`src/rtl/qrv_pkg.sv`:
```
package qrv_pkg;
   // Convert a time in ns to clock cycles at a clock of mhz, rounding up.
   function automatic int ns_to_cyc(input int mhz, input int ns);
      return (mhz * ns + 999) / 1000;
   endfunction

   function automatic int cnt_width(input int maxval);
      return (maxval < 2) ? 1 : $clog2(maxval + 1);
   endfunction
endpackage

```
`src/rtl/qrv_sync.sv`:
```
module qrv_sync #(
   parameter int WIDTH  = 2,
   parameter int STAGES = 2
) (
   input  logic             clk,
   input  logic             rst_n,
   input  logic [WIDTH-1:0] d_i,
   output logic [WIDTH-1:0] q_o
);
   generate
      if (STAGES < 2) begin : g_bad_stages
         $error("qrv_sync: STAGES must be at least 2");
      end
      if (WIDTH < 1) begin : g_bad_width
         $error("qrv_sync: WIDTH must be at least 1");
      end
   endgenerate

   logic [STAGES-1:0][WIDTH-1:0] chain_q;

   always_ff @(posedge clk or negedge rst_n) begin
      if (!rst_n) chain_q <= '0;
      else        chain_q <= {chain_q[STAGES-2:0], d_i};
   end

   assign q_o = chain_q[STAGES-1];
endmodule

```
`src/rtl/qrv_arm_detect.sv`:
```
module qrv_arm_detect #(
   parameter int MASK_CYC = 200
) (
   input  logic clk,
   input  logic rst_n,
   input  logic arm_s_i,
   input  logic det_s_i,
   input  logic gate_i,
   output logic qual_o
);
   localparam int MW = qrv_pkg::cnt_width(MASK_CYC);

   generate
      if (MASK_CYC < 1) begin : g_bad_mask
         $error("qrv_arm_detect: MASK_CYC must be at least 1");
      end
   endgenerate

   logic          det_q;
   logic          armed_q;
   logic [MW-1:0] mask_cnt_q;
   logic          cross_w;
   logic          mask_open_w;

   assign cross_w     = det_s_i & ~det_q;
   assign mask_open_w = (mask_cnt_q == '0);
   assign qual_o      = cross_w & armed_q & mask_open_w & ~gate_i;

   always_ff @(posedge clk or negedge rst_n) begin
      if (!rst_n) begin
         det_q      <= 1'b0;
         armed_q    <= 1'b0;
         mask_cnt_q <= MW'(MASK_CYC);
      end else begin
         det_q <= det_s_i;
         if (gate_i) begin
            armed_q    <= 1'b0;
            mask_cnt_q <= MW'(MASK_CYC);
         end else begin
            if (cross_w)      armed_q <= 1'b0;
            else if (arm_s_i) armed_q <= 1'b1;
            if (!mask_open_w) mask_cnt_q <= mask_cnt_q - MW'(1);
         end
      end
   end


   disarm_after_cross_chk: assert property (@(posedge clk) disable iff (!rst_n)
      cross_w |=> !armed_q);


   mask_on_gate_fall_chk: assert property (@(posedge clk) disable iff (!rst_n)
      $fell(gate_i) |-> !mask_open_w);
endmodule

```
`src/rtl/qrv_delay.sv`:
```
module qrv_delay #(
   parameter int DELAY_CYC = 50
) (
   input  logic clk,
   input  logic rst_n,
   input  logic start_i,
   input  logic cancel_i,
   output logic valley_o
);
   localparam int DW = qrv_pkg::cnt_width(DELAY_CYC);

   generate
      if (DELAY_CYC < 1) begin : g_bad_delay
         $error("qrv_delay: DELAY_CYC must be at least 1");
      end
   endgenerate

   logic          pend_q;
   logic [DW-1:0] cnt_q;

   always_ff @(posedge clk or negedge rst_n) begin
      if (!rst_n) begin
         pend_q   <= 1'b0;
         cnt_q    <= '0;
         valley_o <= 1'b0;
      end else if (cancel_i) begin
         pend_q   <= 1'b0;
         valley_o <= 1'b0;
      end else begin
         valley_o <= 1'b0;
         if (pend_q) begin
            if (cnt_q == DW'(1)) begin
               valley_o <= 1'b1;
               pend_q   <= 1'b0;
            end else begin
               cnt_q <= cnt_q - DW'(1);
            end
         end
         if (start_i) begin
            pend_q <= 1'b1;
            cnt_q  <= DW'(DELAY_CYC);
         end
      end
   end


   valley_one_cycle_chk: assert property (@(posedge clk) disable iff (!rst_n)
      valley_o |=> !valley_o);


   valley_from_pending_chk: assert property (@(posedge clk) disable iff (!rst_n)
      $rose(valley_o) |-> $past(pend_q));


   gate_blocks_valley_chk: assert property (@(posedge clk) disable iff (!rst_n)
      cancel_i |=> !valley_o);
endmodule

```
`src/rtl/qr_valley_pulse.sv`:
```
module qr_valley_pulse #(
   parameter int CLK_MHZ     = 100,
   parameter int DELAY_NS    = 500,
   parameter int MASK_NS     = 2000,
   parameter int SYNC_STAGES = 2
) (
   input  logic clk,
   input  logic rst_n,
   input  logic arm_above_i,
   input  logic det_below_i,
   input  logic gate_i,
   output logic valley_o
);
   localparam int DELAY_CYC = qrv_pkg::ns_to_cyc(CLK_MHZ, DELAY_NS);
   localparam int MASK_CYC  = qrv_pkg::ns_to_cyc(CLK_MHZ, MASK_NS);

   generate
      if (CLK_MHZ < 1) begin : g_bad_clk
         $error("qr_valley_pulse: CLK_MHZ must be positive");
      end
   endgenerate

   logic [1:0] cmp_s;
   logic       qual_w;

   qrv_sync #(.WIDTH(2), .STAGES(SYNC_STAGES)) u_sync (
      .clk   (clk),
      .rst_n (rst_n),
      .d_i   ({arm_above_i, det_below_i}),
      .q_o   (cmp_s)
   );

   qrv_arm_detect #(.MASK_CYC(MASK_CYC)) u_detect (
      .clk     (clk),
      .rst_n   (rst_n),
      .arm_s_i (cmp_s[1]),
      .det_s_i (cmp_s[0]),
      .gate_i  (gate_i),
      .qual_o  (qual_w)
   );

   qrv_delay #(.DELAY_CYC(DELAY_CYC)) u_delay (
      .clk      (clk),
      .rst_n    (rst_n),
      .start_i  (qual_w),
      .cancel_i (gate_i),
      .valley_o (valley_o)
   );


   reset_quiet_chk: assert property (@(posedge clk)
      !rst_n |=> !valley_o);
endmodule

```
`config.mk`:
```
export PLATFORM = sky130hd
export DESIGN_NAME = qr_valley_pulse
export DESIGN_NICKNAME = d
export VERILOG_FILES = /design/src/rtl/qrv_pkg.sv /design/src/rtl/qrv_sync.sv /design/src/rtl/qrv_arm_detect.sv /design/src/rtl/qrv_delay.sv /design/src/rtl/qr_valley_pulse.sv
export SDC_FILE = /design/constraint.sdc
export NUM_CORES = 1
export LEC_CHECK = 0
export ABC_AREA = 1
export ABC_CLOCK_PERIOD_IN_PS = 2300
export BUFFER_PORTS_ARGS = -buffer_cell sky130_fd_sc_hd__buf_2
export CAP_MARGIN = 15
export CORE_ASPECT_RATIO = 1.1
export CORE_MARGIN = 2
export CORE_UTILIZATION = 55
export DETAILED_ROUTE_END_ITERATION = 7
export GPL_TIMING_DRIVEN = 0
export PLACE_DENSITY = 0.77
export SLEW_MARGIN = 10
export SYNTH_ARGS = -nofsm -noshare
export SYNTH_HDL_FRONTEND = slang
export SYNTH_SLANG_ARGS = --single-unit
```
`constraint.sdc`:
```
create_clock -name clk -period 2.3 [get_ports clk]
set_input_delay 0 -clock clk [delete_from_list [all_inputs] [get_ports clk]]
set_output_delay 0 -clock clk [all_outputs]
set_load 0.05 [all_outputs]
```
== Word-level counts from Yosys, hierarchy flattened ==
Cells that the tools add are included.
Word-level totals
  bits in registers: 22
Operators by class
  mux-type cells: 15
  equal/unequal tests: 3
  reduce and logical (&&, ||, !) cells: 4
  bitwise operators: 6
  add/subtract/negate cells: 2
Operator list (number)
  6-bit 2-to-1 mux: 3
  8-bit 2-to-1 mux: 2
  1-bit 2-to-1 mux: 10
  8-bit zero test: 1
  8-bit by 1-bit subtractor with 8-bit output, second input constant: 1
  6-bit by 1-bit == test with 1-bit output, second input constant: 1
  6-bit by 1-bit subtractor with 6-bit output, second input constant: 1
  1-bit AND: 4
  2-bit inequality test, second input constant: 2
  3-bit AND reduction: 1
  3-bit nonzero test: 1
  1-bit inverter: 2
  2-bit nonzero test: 1

== Depth between registers and ports, before layout ==
Gate-level depths: netlist of run 1.
  word-level depth: 7
  gate-level depth with buffers: 8
  gate-level depth less buffers: 8

== Modules after synthesis ==
Synthesis of run 1 repeated with hierarchy kept, for this count alone.
Unflattened totals
  cell total of the unflattened synthesis: 141
  area, all modules: 1184.9 µm²
By module, submodules not included
  qrv_arm_detect: sequential area each 254.0 µm², cells an instance 76, instances 1, area an instance 595.6 µm²
  qrv_delay: sequential area each 200.2 µm², cells an instance 59, instances 1, area an instance 474.2 µm²
  qrv_sync: sequential area each 100.1 µm², cells an instance 6, instances 1, area an instance 115.1 µm²

== Worst setup path after synthesis of run 1 ==
Ideal clock, no wire load.
  path kind: register to register
  start point: register u_detect.mask_cnt_q[0]
  end point: register u_delay.cnt_q[0]
  setup slack: 1029 ps
  arrival: 1151 ps
  path buffers: 0
  stages on the path, launching flop included: 7
  path through: dfrtp_1 > inv_1 > ha_1 > nand2_2 > nor2_4 > nand2_4 > a21boi_1
Between the ends
  longest elaborated chain between the ends: 5
  elaborated cells between the ends (all ways): 7
  those cells by class: eq/ne: 1; mux: 1; bitwise: 2; reduce/logical: 3
Ends and longest elaborated chain
  start, declared: RTL line qrv_arm_detect.sv:21  | logic [MW-1:0] mask_cnt_q;
  start signal, assigned: RTL line qrv_arm_detect.sv:33  | mask_cnt_q <= MW'(MASK_CYC);
  start signal, assigned: RTL line qrv_arm_detect.sv:38  | mask_cnt_q <= MW'(MASK_CYC);
  start signal, assigned: RTL line qrv_arm_detect.sv:42  | if (!mask_open_w) mask_cnt_q <= mask_cnt_q - MW'(1);
  8-bit zero test (*): RTL line qrv_arm_detect.sv:26  | assign mask_open_w = (mask_cnt_q == '0);
  1-bit AND (*) (2 in series): RTL line qrv_arm_detect.sv:27  | assign qual_o = cross_w & armed_q & mask_open_w & ~gate_i;
  2-bit inequality test (no line) / 2-bit nonzero test (equally long branches)
  3-bit AND reduction (no line)
  end signal, assigned: RTL line qrv_delay.sv:36  | cnt_q <= cnt_q - DW'(1);
  end signal, assigned: RTL line qrv_delay.sv:41  | cnt_q <= DW'(DELAY_CYC);
  end, declared: RTL line qrv_delay.sv:19  | logic [DW-1:0] cnt_q;
Every way passes the cells marked *; elsewhere a longest branch is shown, timed or not.
A chain may end at the register's enable or synchronous reset.

== Final worst setup path of run 1 ==
  start point: register u_detect.mask_cnt_q[0]
  end point: register u_detect.mask_cnt_q[4]
Between the ends
  longest elaborated chain between the ends: 3
  elaborated cells between the ends (all ways): 5
  those cells by class: add/sub: 1; eq/ne: 1; mux: 2; reduce/logical: 1
Ends and longest elaborated chain
  8-bit by 1-bit subtractor with 8-bit output: RTL line qrv_arm_detect.sv:42
  8-bit 2-to-1 mux: RTL line qrv_arm_detect.sv:42
  8-bit 2-to-1 mux: RTL line qrv_arm_detect.sv:36  | if (gate_i) begin
Parallel ways exist; a longest one is shown, timed or not. The select of a mux whose other input is x is not followed.

==> results of run 1 <==
## synthesized netlist by cell type
cell type / instances / area [um^2]
o211ai_1: 1 / 7.51
nor2_1: 15 / 56.3
ha_1: 3 / 37.5
a21oi_1: 2 / 10.0
or2_2: 2 / 12.5
xor2_1: 1 / 8.76
nand2_1: 24 / 90.1
nand3_1: 12 / 60.1
nand2_2: 2 / 12.5
nand2_4: 3 / 33.8
nand4_1: 5 / 31.3
a21boi_1: 1 / 7.51
nand3_2: 1 / 10.0
inv_2: 1 / 3.75
dfrtp_1: 19 / 475
nor2_4: 3 / 33.8
o21ai_0: 6 / 30.0
nor2_2: 2 / 12.5
nor3_1: 5 / 25.0
dfstp_2: 3 / 78.8
inv_1: 21 / 78.8
## layout make-up
cell class | count | area share
Clock buffer | 3 | 0.0178
Clock inverter | 1 | 0.0237
Inverter | 22 | 0.0651
Multi-Input combinational cell | 88 | 0.378
Sequential cell | 22 | 0.437
Tap cell | 28 | 0.0276
Timing Repair Buffer | 9 | 0.0513
## worst min-delay path by stage
stage,start,endpoint,cells past startpoint
finish,rst_n,u_detect.mask_cnt_q[5]$_DFFE_PN0P_,2
global route,rst_n,u_detect.mask_cnt_q[4]$_DFFE_PN0P_,2
CTS,rst_n,u_detect.mask_cnt_q[4]$_DFFE_PN0P_,2
detailed placement,rst_n,u_detect.mask_cnt_q[4]$_DFFE_PN0P_,1
global placement,rst_n,u_detect.mask_cnt_q[4]$_DFFE_PN0P_,1
floorplan,rst_n,u_delay.cnt_q[0]$_DFFE_PN0P_,0
## state kept, by name, summed over array words and instances, names as in the netlist
name,cells
u_delay.cnt_q,6
u_detect.det_q,1
u_delay.valley_o,1
u_detect.armed_q,1
u_delay.pend_q,1
u_sync.chain_q,2
u_sync.q_o,2
u_detect.mask_cnt_q,8
## critical path, cell delays in order, from the launching register on
cell and delay, ns:
dfrtp_1 0.38, inv_1 0.14, ha_1 0.28, nand2_1 0.08, inv_1 0.08, nand4_1 0.18, inv_1 0.16, nor2_1 0.06
## per-layer routing
layer / vias up / wire length, um
met5: - / 0
met4: 0 / 16
met3: 2 / 27
met2: 6 / 931
met1: 400 / 819
li1: 446 / -
## timing repair
item                                    4_1_cts  5_1_grt
endpoints found under the setup margin        0        0
hold endpoints to repair                     25        0
hold buffers                                  4        0
## where the power goes
group / switching, mW / internal [mW]
clock: 0.114 / 0.176
combinational: 0.0501 / 0.0315
sequential: 0.0155 / 0.409
## through the flow
| stage | std cells | power [mW] |
|---|---|---|
| floorplan | 132 | 0.483 |
| global placement | 165 | 0.505 |
| detailed placement | 165 | 0.509 |
| CTS | 173 | 0.805 |
| global route | 173 | 0.837 |
| finish | 173 | 0.796 |
## cell families after synthesis
family / Yosys count / share of synthesized area
simple gates: 74 / 0.339
xor+xnor: 1 / 0.00785
buf+inv: 22 / 0.0740
compound gates: 10 / 0.0493
flops: 22 / 0.497
fa+ha+maj: 3 / 0.0336
## placed cells by master (no fill, tap or decap)
| master | synthesis | final |
|---|---|---|
| inv_1 | 21 | 21 |
| nor2_2 | 2 | 2 |
| nand4_1 | 5 | 5 |
| a21boi_1 | 1 | 1 |
| nand2_1 | 24 | 24 |
| dfstp_2 | 3 | 3 |
| dfrtp_1 | 19 | 19 |
| a21oi_1 | 2 | 2 |
| ha_1 | 3 | 3 |
| nand3_1 | 12 | 12 |
| dlygate4sd3_1 | 0 | 4 |
| nor2_1 | 15 | 15 |
| nand3_2 | 1 | 1 |
| nand2_2 | 2 | 2 |
| o21ai_0 | 6 | 6 |
| o211ai_1 | 1 | 1 |
| nand2_4 | 3 | 3 |
| buf_2 | 0 | 5 |
| nor3_1 | 5 | 5 |
| inv_2 | 1 | 1 |
| bufinv_16 | 0 | 1 |
| or2_2 | 2 | 2 |
| clkbuf_4 | 0 | 3 |
| xor2_1 | 1 | 1 |
| nor2_4 | 3 | 3 |
==> reports/metrics.yaml, run 1 <==
met3_usage: 0.0212
min-delay-path-class: "primary input to asynchronous set/reset pin"
cts_sinks: 22
grt_pass1_vias: 857
gr-usage-met2: 0.331
cts_setup_buffers: 0
dieHeight_um: 51.2
vias_per_cell: 4.94
avgSynthCellArea_um2: 8.46
skew_ns: 0.000801
rows: 17
regToRegEndpoint: "u_detect.mask_cnt_q[4]$_DFFE_PN0P_"
grt_util_met1: 0.211
grt_util_all_layers: 0.187
ir_drop_v: 0.000467
clock_latency_ns: 0.30
firstDrtPassIters: 4
grt_start_max_net_pins: 23
critPathLaunchType: "flip-flop"
numPortBuffers: 5
synth_area_um2: 1120
final_cell_area_um2: 1270
synth_seq_area_share: 0.497
antenna_found_initial: 0
area_growth_pct: 13.7
r2r_slack_ns: 0.86
worst_pin_slew_ns: 0.488
path_clk_slew_ns: 0.12
ff2ff_path_depth: 7
slew_violations: 0
coreArea_um2: 1960
cts_resized: 0
grt-busiest-layer: "met2"
ys_seq_elements: 22
cp_data_required_time_ns: 2.50
layout-drive-gt1-share: 0.179
vias: 854
nets: 154
drc_errors: 0
hold_ws_ns: 0.178
critPathArrivalTime_ns: 1.65
finalHoldViolCount: 0
gp_congestion: 0.821
fin_crit_ns: 1.44
pin_count: 6
fill_cells: 184
period_share: 0.627
gr-total-overflow: 0
cts_max_path_buffers: 2
dp_slack_ns: 0.877
synthesis.nets: 140
cts_buffers: 3
status: "finished, final reports clean"
max_slew_margin: 0.675
die-area_um2: 2410
setup_violations: 0
dpl_cell_area_um2: 1180
fin_ws_ns: 0.859
crit_type: "flip-flop to flip-flop"
grt_pass1_wl_um: 3260
drv_cap: 0
wl_per_cell_um: 10.4
critPathMaxFanout: 6
syn-instance-count: 132
clock-root-buffer: "clkbuf_4"
routed_wl_um: 1790
tritoncts: "built"
utilization: 0.648
yosysWarningCount: 0
seq_area_um2: 554
setup_tns_ns: 0
place_hpwl_um: 1320
cp-endpoint: "u_detect.mask_cnt_q[4]$_DFFE_PN0P_"
timing.rr.start: "u_detect.mask_cnt_q[0]$_DFFE_PN0P_"
end_kind: "flip-flop"
start_util: 0.570
h-tree-depth: 1
diodes: 0
antenna_left: 0
power_density_nw_per_um2: 627
fmax_mhz: 694
rsz0062_at_grt: "false"
multi_input_area_um2: 479
startpoint: "u_detect.mask_cnt_q[0]$_DFFE_PN0P_"
yosysUniqueCellTypes: 21
die_w_um: 47.0
drt-initial-drc-count: 8
p_leak_nw: 0.643
No activity file was read; power rests on OpenSTA's default activity.
==> run 2: changes to the inputs <==
- ABC_CLOCK_PERIOD_IN_PS: 2300 -> 1500
- clock period: 2.3 -> 1.5 ns (I/O delays scaled with it)
==> run 2 against run 1 <==
Effect of this change:
- cell area up 0.99%
- worst hold slack worse by 0.0068 ns
- clock-buffer cell count did not move
- via count down 0.94%
- register-to-register slack got worse by 0.74 ns
- clock power increased by 54%
- maximum frequency is 4.1% higher
- first-iteration DRC count is the same
- clock skew rose by 0.0057 ns
- critical path depth unchanged
- final cell count did not move
- utilization grew 0.64 points
- critical path type unchanged
- highest routed layer unchanged
==> reports/metrics.yaml, run 2 (synthesized netlist as in run 1, its figures left out) <==
status: "finished, final reports clean"
end_kind: "flip-flop"
vias_per_cell: 4.89  # -0.94%
wl_met1_um: 821  # +0.24%
finalHoldViolCount: 0  # unchanged
grt_util_all_layers: 0.187  # unchanged
area_growth_pct: 14.8
power_density_nw_per_um2: 963  # +53%
fill_cells: 180  # -2.2%
layout_commonest_cell: "nand2_1"
critPathLaunchType: "flip-flop"
rows: 17  # unchanged
min-delay-path-class: "primary input to asynchronous set/reset pin"
dpl_cell_area_um2: 1180  # unchanged
grt_pass1_wl_um: 3260  # unchanged
setup_tns_ns: 0  # unchanged
max_slew_margin: 0.677  # +0.00235
dr.max_layer_used: "met4"
largestRegisters: "u_detect.mask_cnt_q: 8 flops, u_delay.cnt_q: 6 flops"
diodes: 0  # unchanged
antenna_found_initial: 0  # unchanged
ir_drop_v: 0.000714  # +53%
critPathMaxFanout: 6  # unchanged
timing.rr.start: "u_detect.mask_cnt_q[0]$_DFFE_PN0P_"
regToRegEndpoint: "u_detect.mask_cnt_q[4]$_DFFE_PN0P_"
firstDrtPassIters: 4  # unchanged
critPathArrivalTime_ns: 1.59  # -0.06 ns
gp_congestion: 0.821  # unchanged
gr-total-overflow: 0  # unchanged
final_cells: 173  # unchanged
die-area_um2: 2410  # unchanged
tritoncts: "built"
cp_data_required_time_ns: 1.71  # -0.79 ns
worst_pin_slew_ns: 0.484  # -0.00353 ns
fin_crit_ns: 1.38  # -0.0574 ns
wl_per_cell_um: 10.8  # +4.4%
rsz0062_at_grt: "false"
nets: 154  # unchanged
fmax_mhz: 723  # +4.1%
cts_setup_buffers: 0  # unchanged
period_share: 0.923  # +0.296
layout-drive-gt1-share: 0.186  # +0.00690
skew_ns: 0.00645  # +0.00565 ns
drt-initial-drc-count: 8  # unchanged
pin_count: 6  # unchanged
grt_start_max_net_pins: 23  # unchanged
largest_register_ffs: 8  # unchanged
vias: 846  # -0.94%
cts_sinks: 22  # unchanged
drv_cap: 0  # unchanged
place_hpwl_um: 1320  # unchanged
wl_met2_um: 1010  # +8.3%
numPortBuffers: 5  # unchanged
wl_met3_um: 27  # unchanged
clock-root-buffer: "clkbuf_4"
largest-register: "u_detect.mask_cnt_q"
final_cell_area_um2: 1280  # +0.99%
multi_input_area_um2: 492  # +2.6%
drc_errors: 0  # unchanged
dieHeight_um: 51.2  # unchanged
antenna_left: 0  # unchanged
routed_wl_um: 1870  # +4.4%
final_cell_mix: "nand2_1, inv_1, dfrtp_1"
p_leak_nw: 0.644  # +0.11%
path_clk_slew_ns: 0.13  # about the same
grt_pass1_vias: 857  # unchanged
h-tree-depth: 1  # unchanged
clock_latency_ns: 0.30  # about the same
slew_violations: 0  # unchanged
cts_max_path_buffers: 2  # unchanged
seq_area_um2: 554  # unchanged
r2r_slack_ns: 0.12  # -0.74 ns
setup_violations: 0  # unchanged
crit_type: "flip-flop to flip-flop"
dp.cells: 165  # unchanged
cts_buffers: 3  # unchanged
ff2ff_path_depth: 7  # unchanged
die_w_um: 47.0  # unchanged
coreArea_um2: 1960  # unchanged
start_util: 0.570  # unchanged
[run 2: cell counts in the layout (fill, tap and decap cells not counted)]
Identical to the previous run, type by type.
[run 2: worst max path at each step]
stage / from / endpoint / cells after the start
floorplan: u_detect.mask_cnt_q[0]$_DFFE_PN0P_ / u_delay.cnt_q[0]$_DFFE_PN0P_ / 6
global placement: u_detect.mask_cnt_q[0]$_DFFE_PN0P_ / u_detect.mask_cnt_q[5]$_DFFE_PN0P_ / 7
detailed placement: u_detect.mask_cnt_q[0]$_DFFE_PN0P_ / u_detect.mask_cnt_q[4]$_DFFE_PN0P_ / 7
CTS: u_detect.mask_cnt_q[0]$_DFFE_PN0P_ / u_detect.mask_cnt_q[4]$_DFFE_PN0P_ / 7
global route: u_detect.mask_cnt_q[0]$_DFFE_PN0P_ / u_detect.mask_cnt_q[5]$_DFFE_PN0P_ / 7
finish: u_detect.mask_cnt_q[0]$_DFFE_PN0P_ / u_detect.mask_cnt_q[4]$_DFFE_PN0P_ / 7
[run 2: final cells by class]
cell class / instances / share of cell area
well taps: 28 / 0.0273
clock buffers: 3 / 0.0176
repair buffers: 9 / 0.0508
inverters: 22 / 0.0645
clock inverters: 1 / 0.0234
multi-input cells: 88 / 0.384
flip-flops and latches: 22 / 0.433
[run 2: routing by layer]
| metal | vias to the layer above | GRT usage |
|---|---|---|
| li1 | 445 | - |
| met1 | 393 | 0.211 |
| met2 | 6 | 0.331 |
| met3 | 2 | 0.0212 |
| met4 | 0 | 0.0926 |
| met5 | - | 0 |
[run 2: power breakdown]
group	leakage, nW	switching, mW	internal [mW]	total, mW
Combinational	0.346	0.0812	0.0541	0.135
Sequential	0.270	0.0238	0.626	0.650
Clock	0.0279	0.178	0.270	0.448
[run 2: critical path: stages (launching register included)]
cell and delay (ns):
dfrtp_1 0.38, inv_1 0.19, ha_4 0.20, nand2_1 0.05, inv_1 0.07, nand4_1 0.18, inv_1 0.16, nor2_1 0.06
[run 2: timing repair]
action	4_1_cts	5_1_grt
resized for setup	0	2
endpoints found under the hold margin	25	0
endpoints found under the setup margin	0	8
hold buffers	4	0
[run 2: per-stage QoR]
stage	hold slack, ns	utilization	power, mW	worst slack [ns]
after global routing	0.213	0.655	1.30	0.00891
after detailed placement	-0.0105	0.601	0.780	0.0766
final	0.171	0.655	1.23	0.116
after global placement	-0.0183	0.601	0.774	0.103
after floorplan	-0.296	-	0.741	0.229
after CTS	0.184	0.648	1.23	0.0584
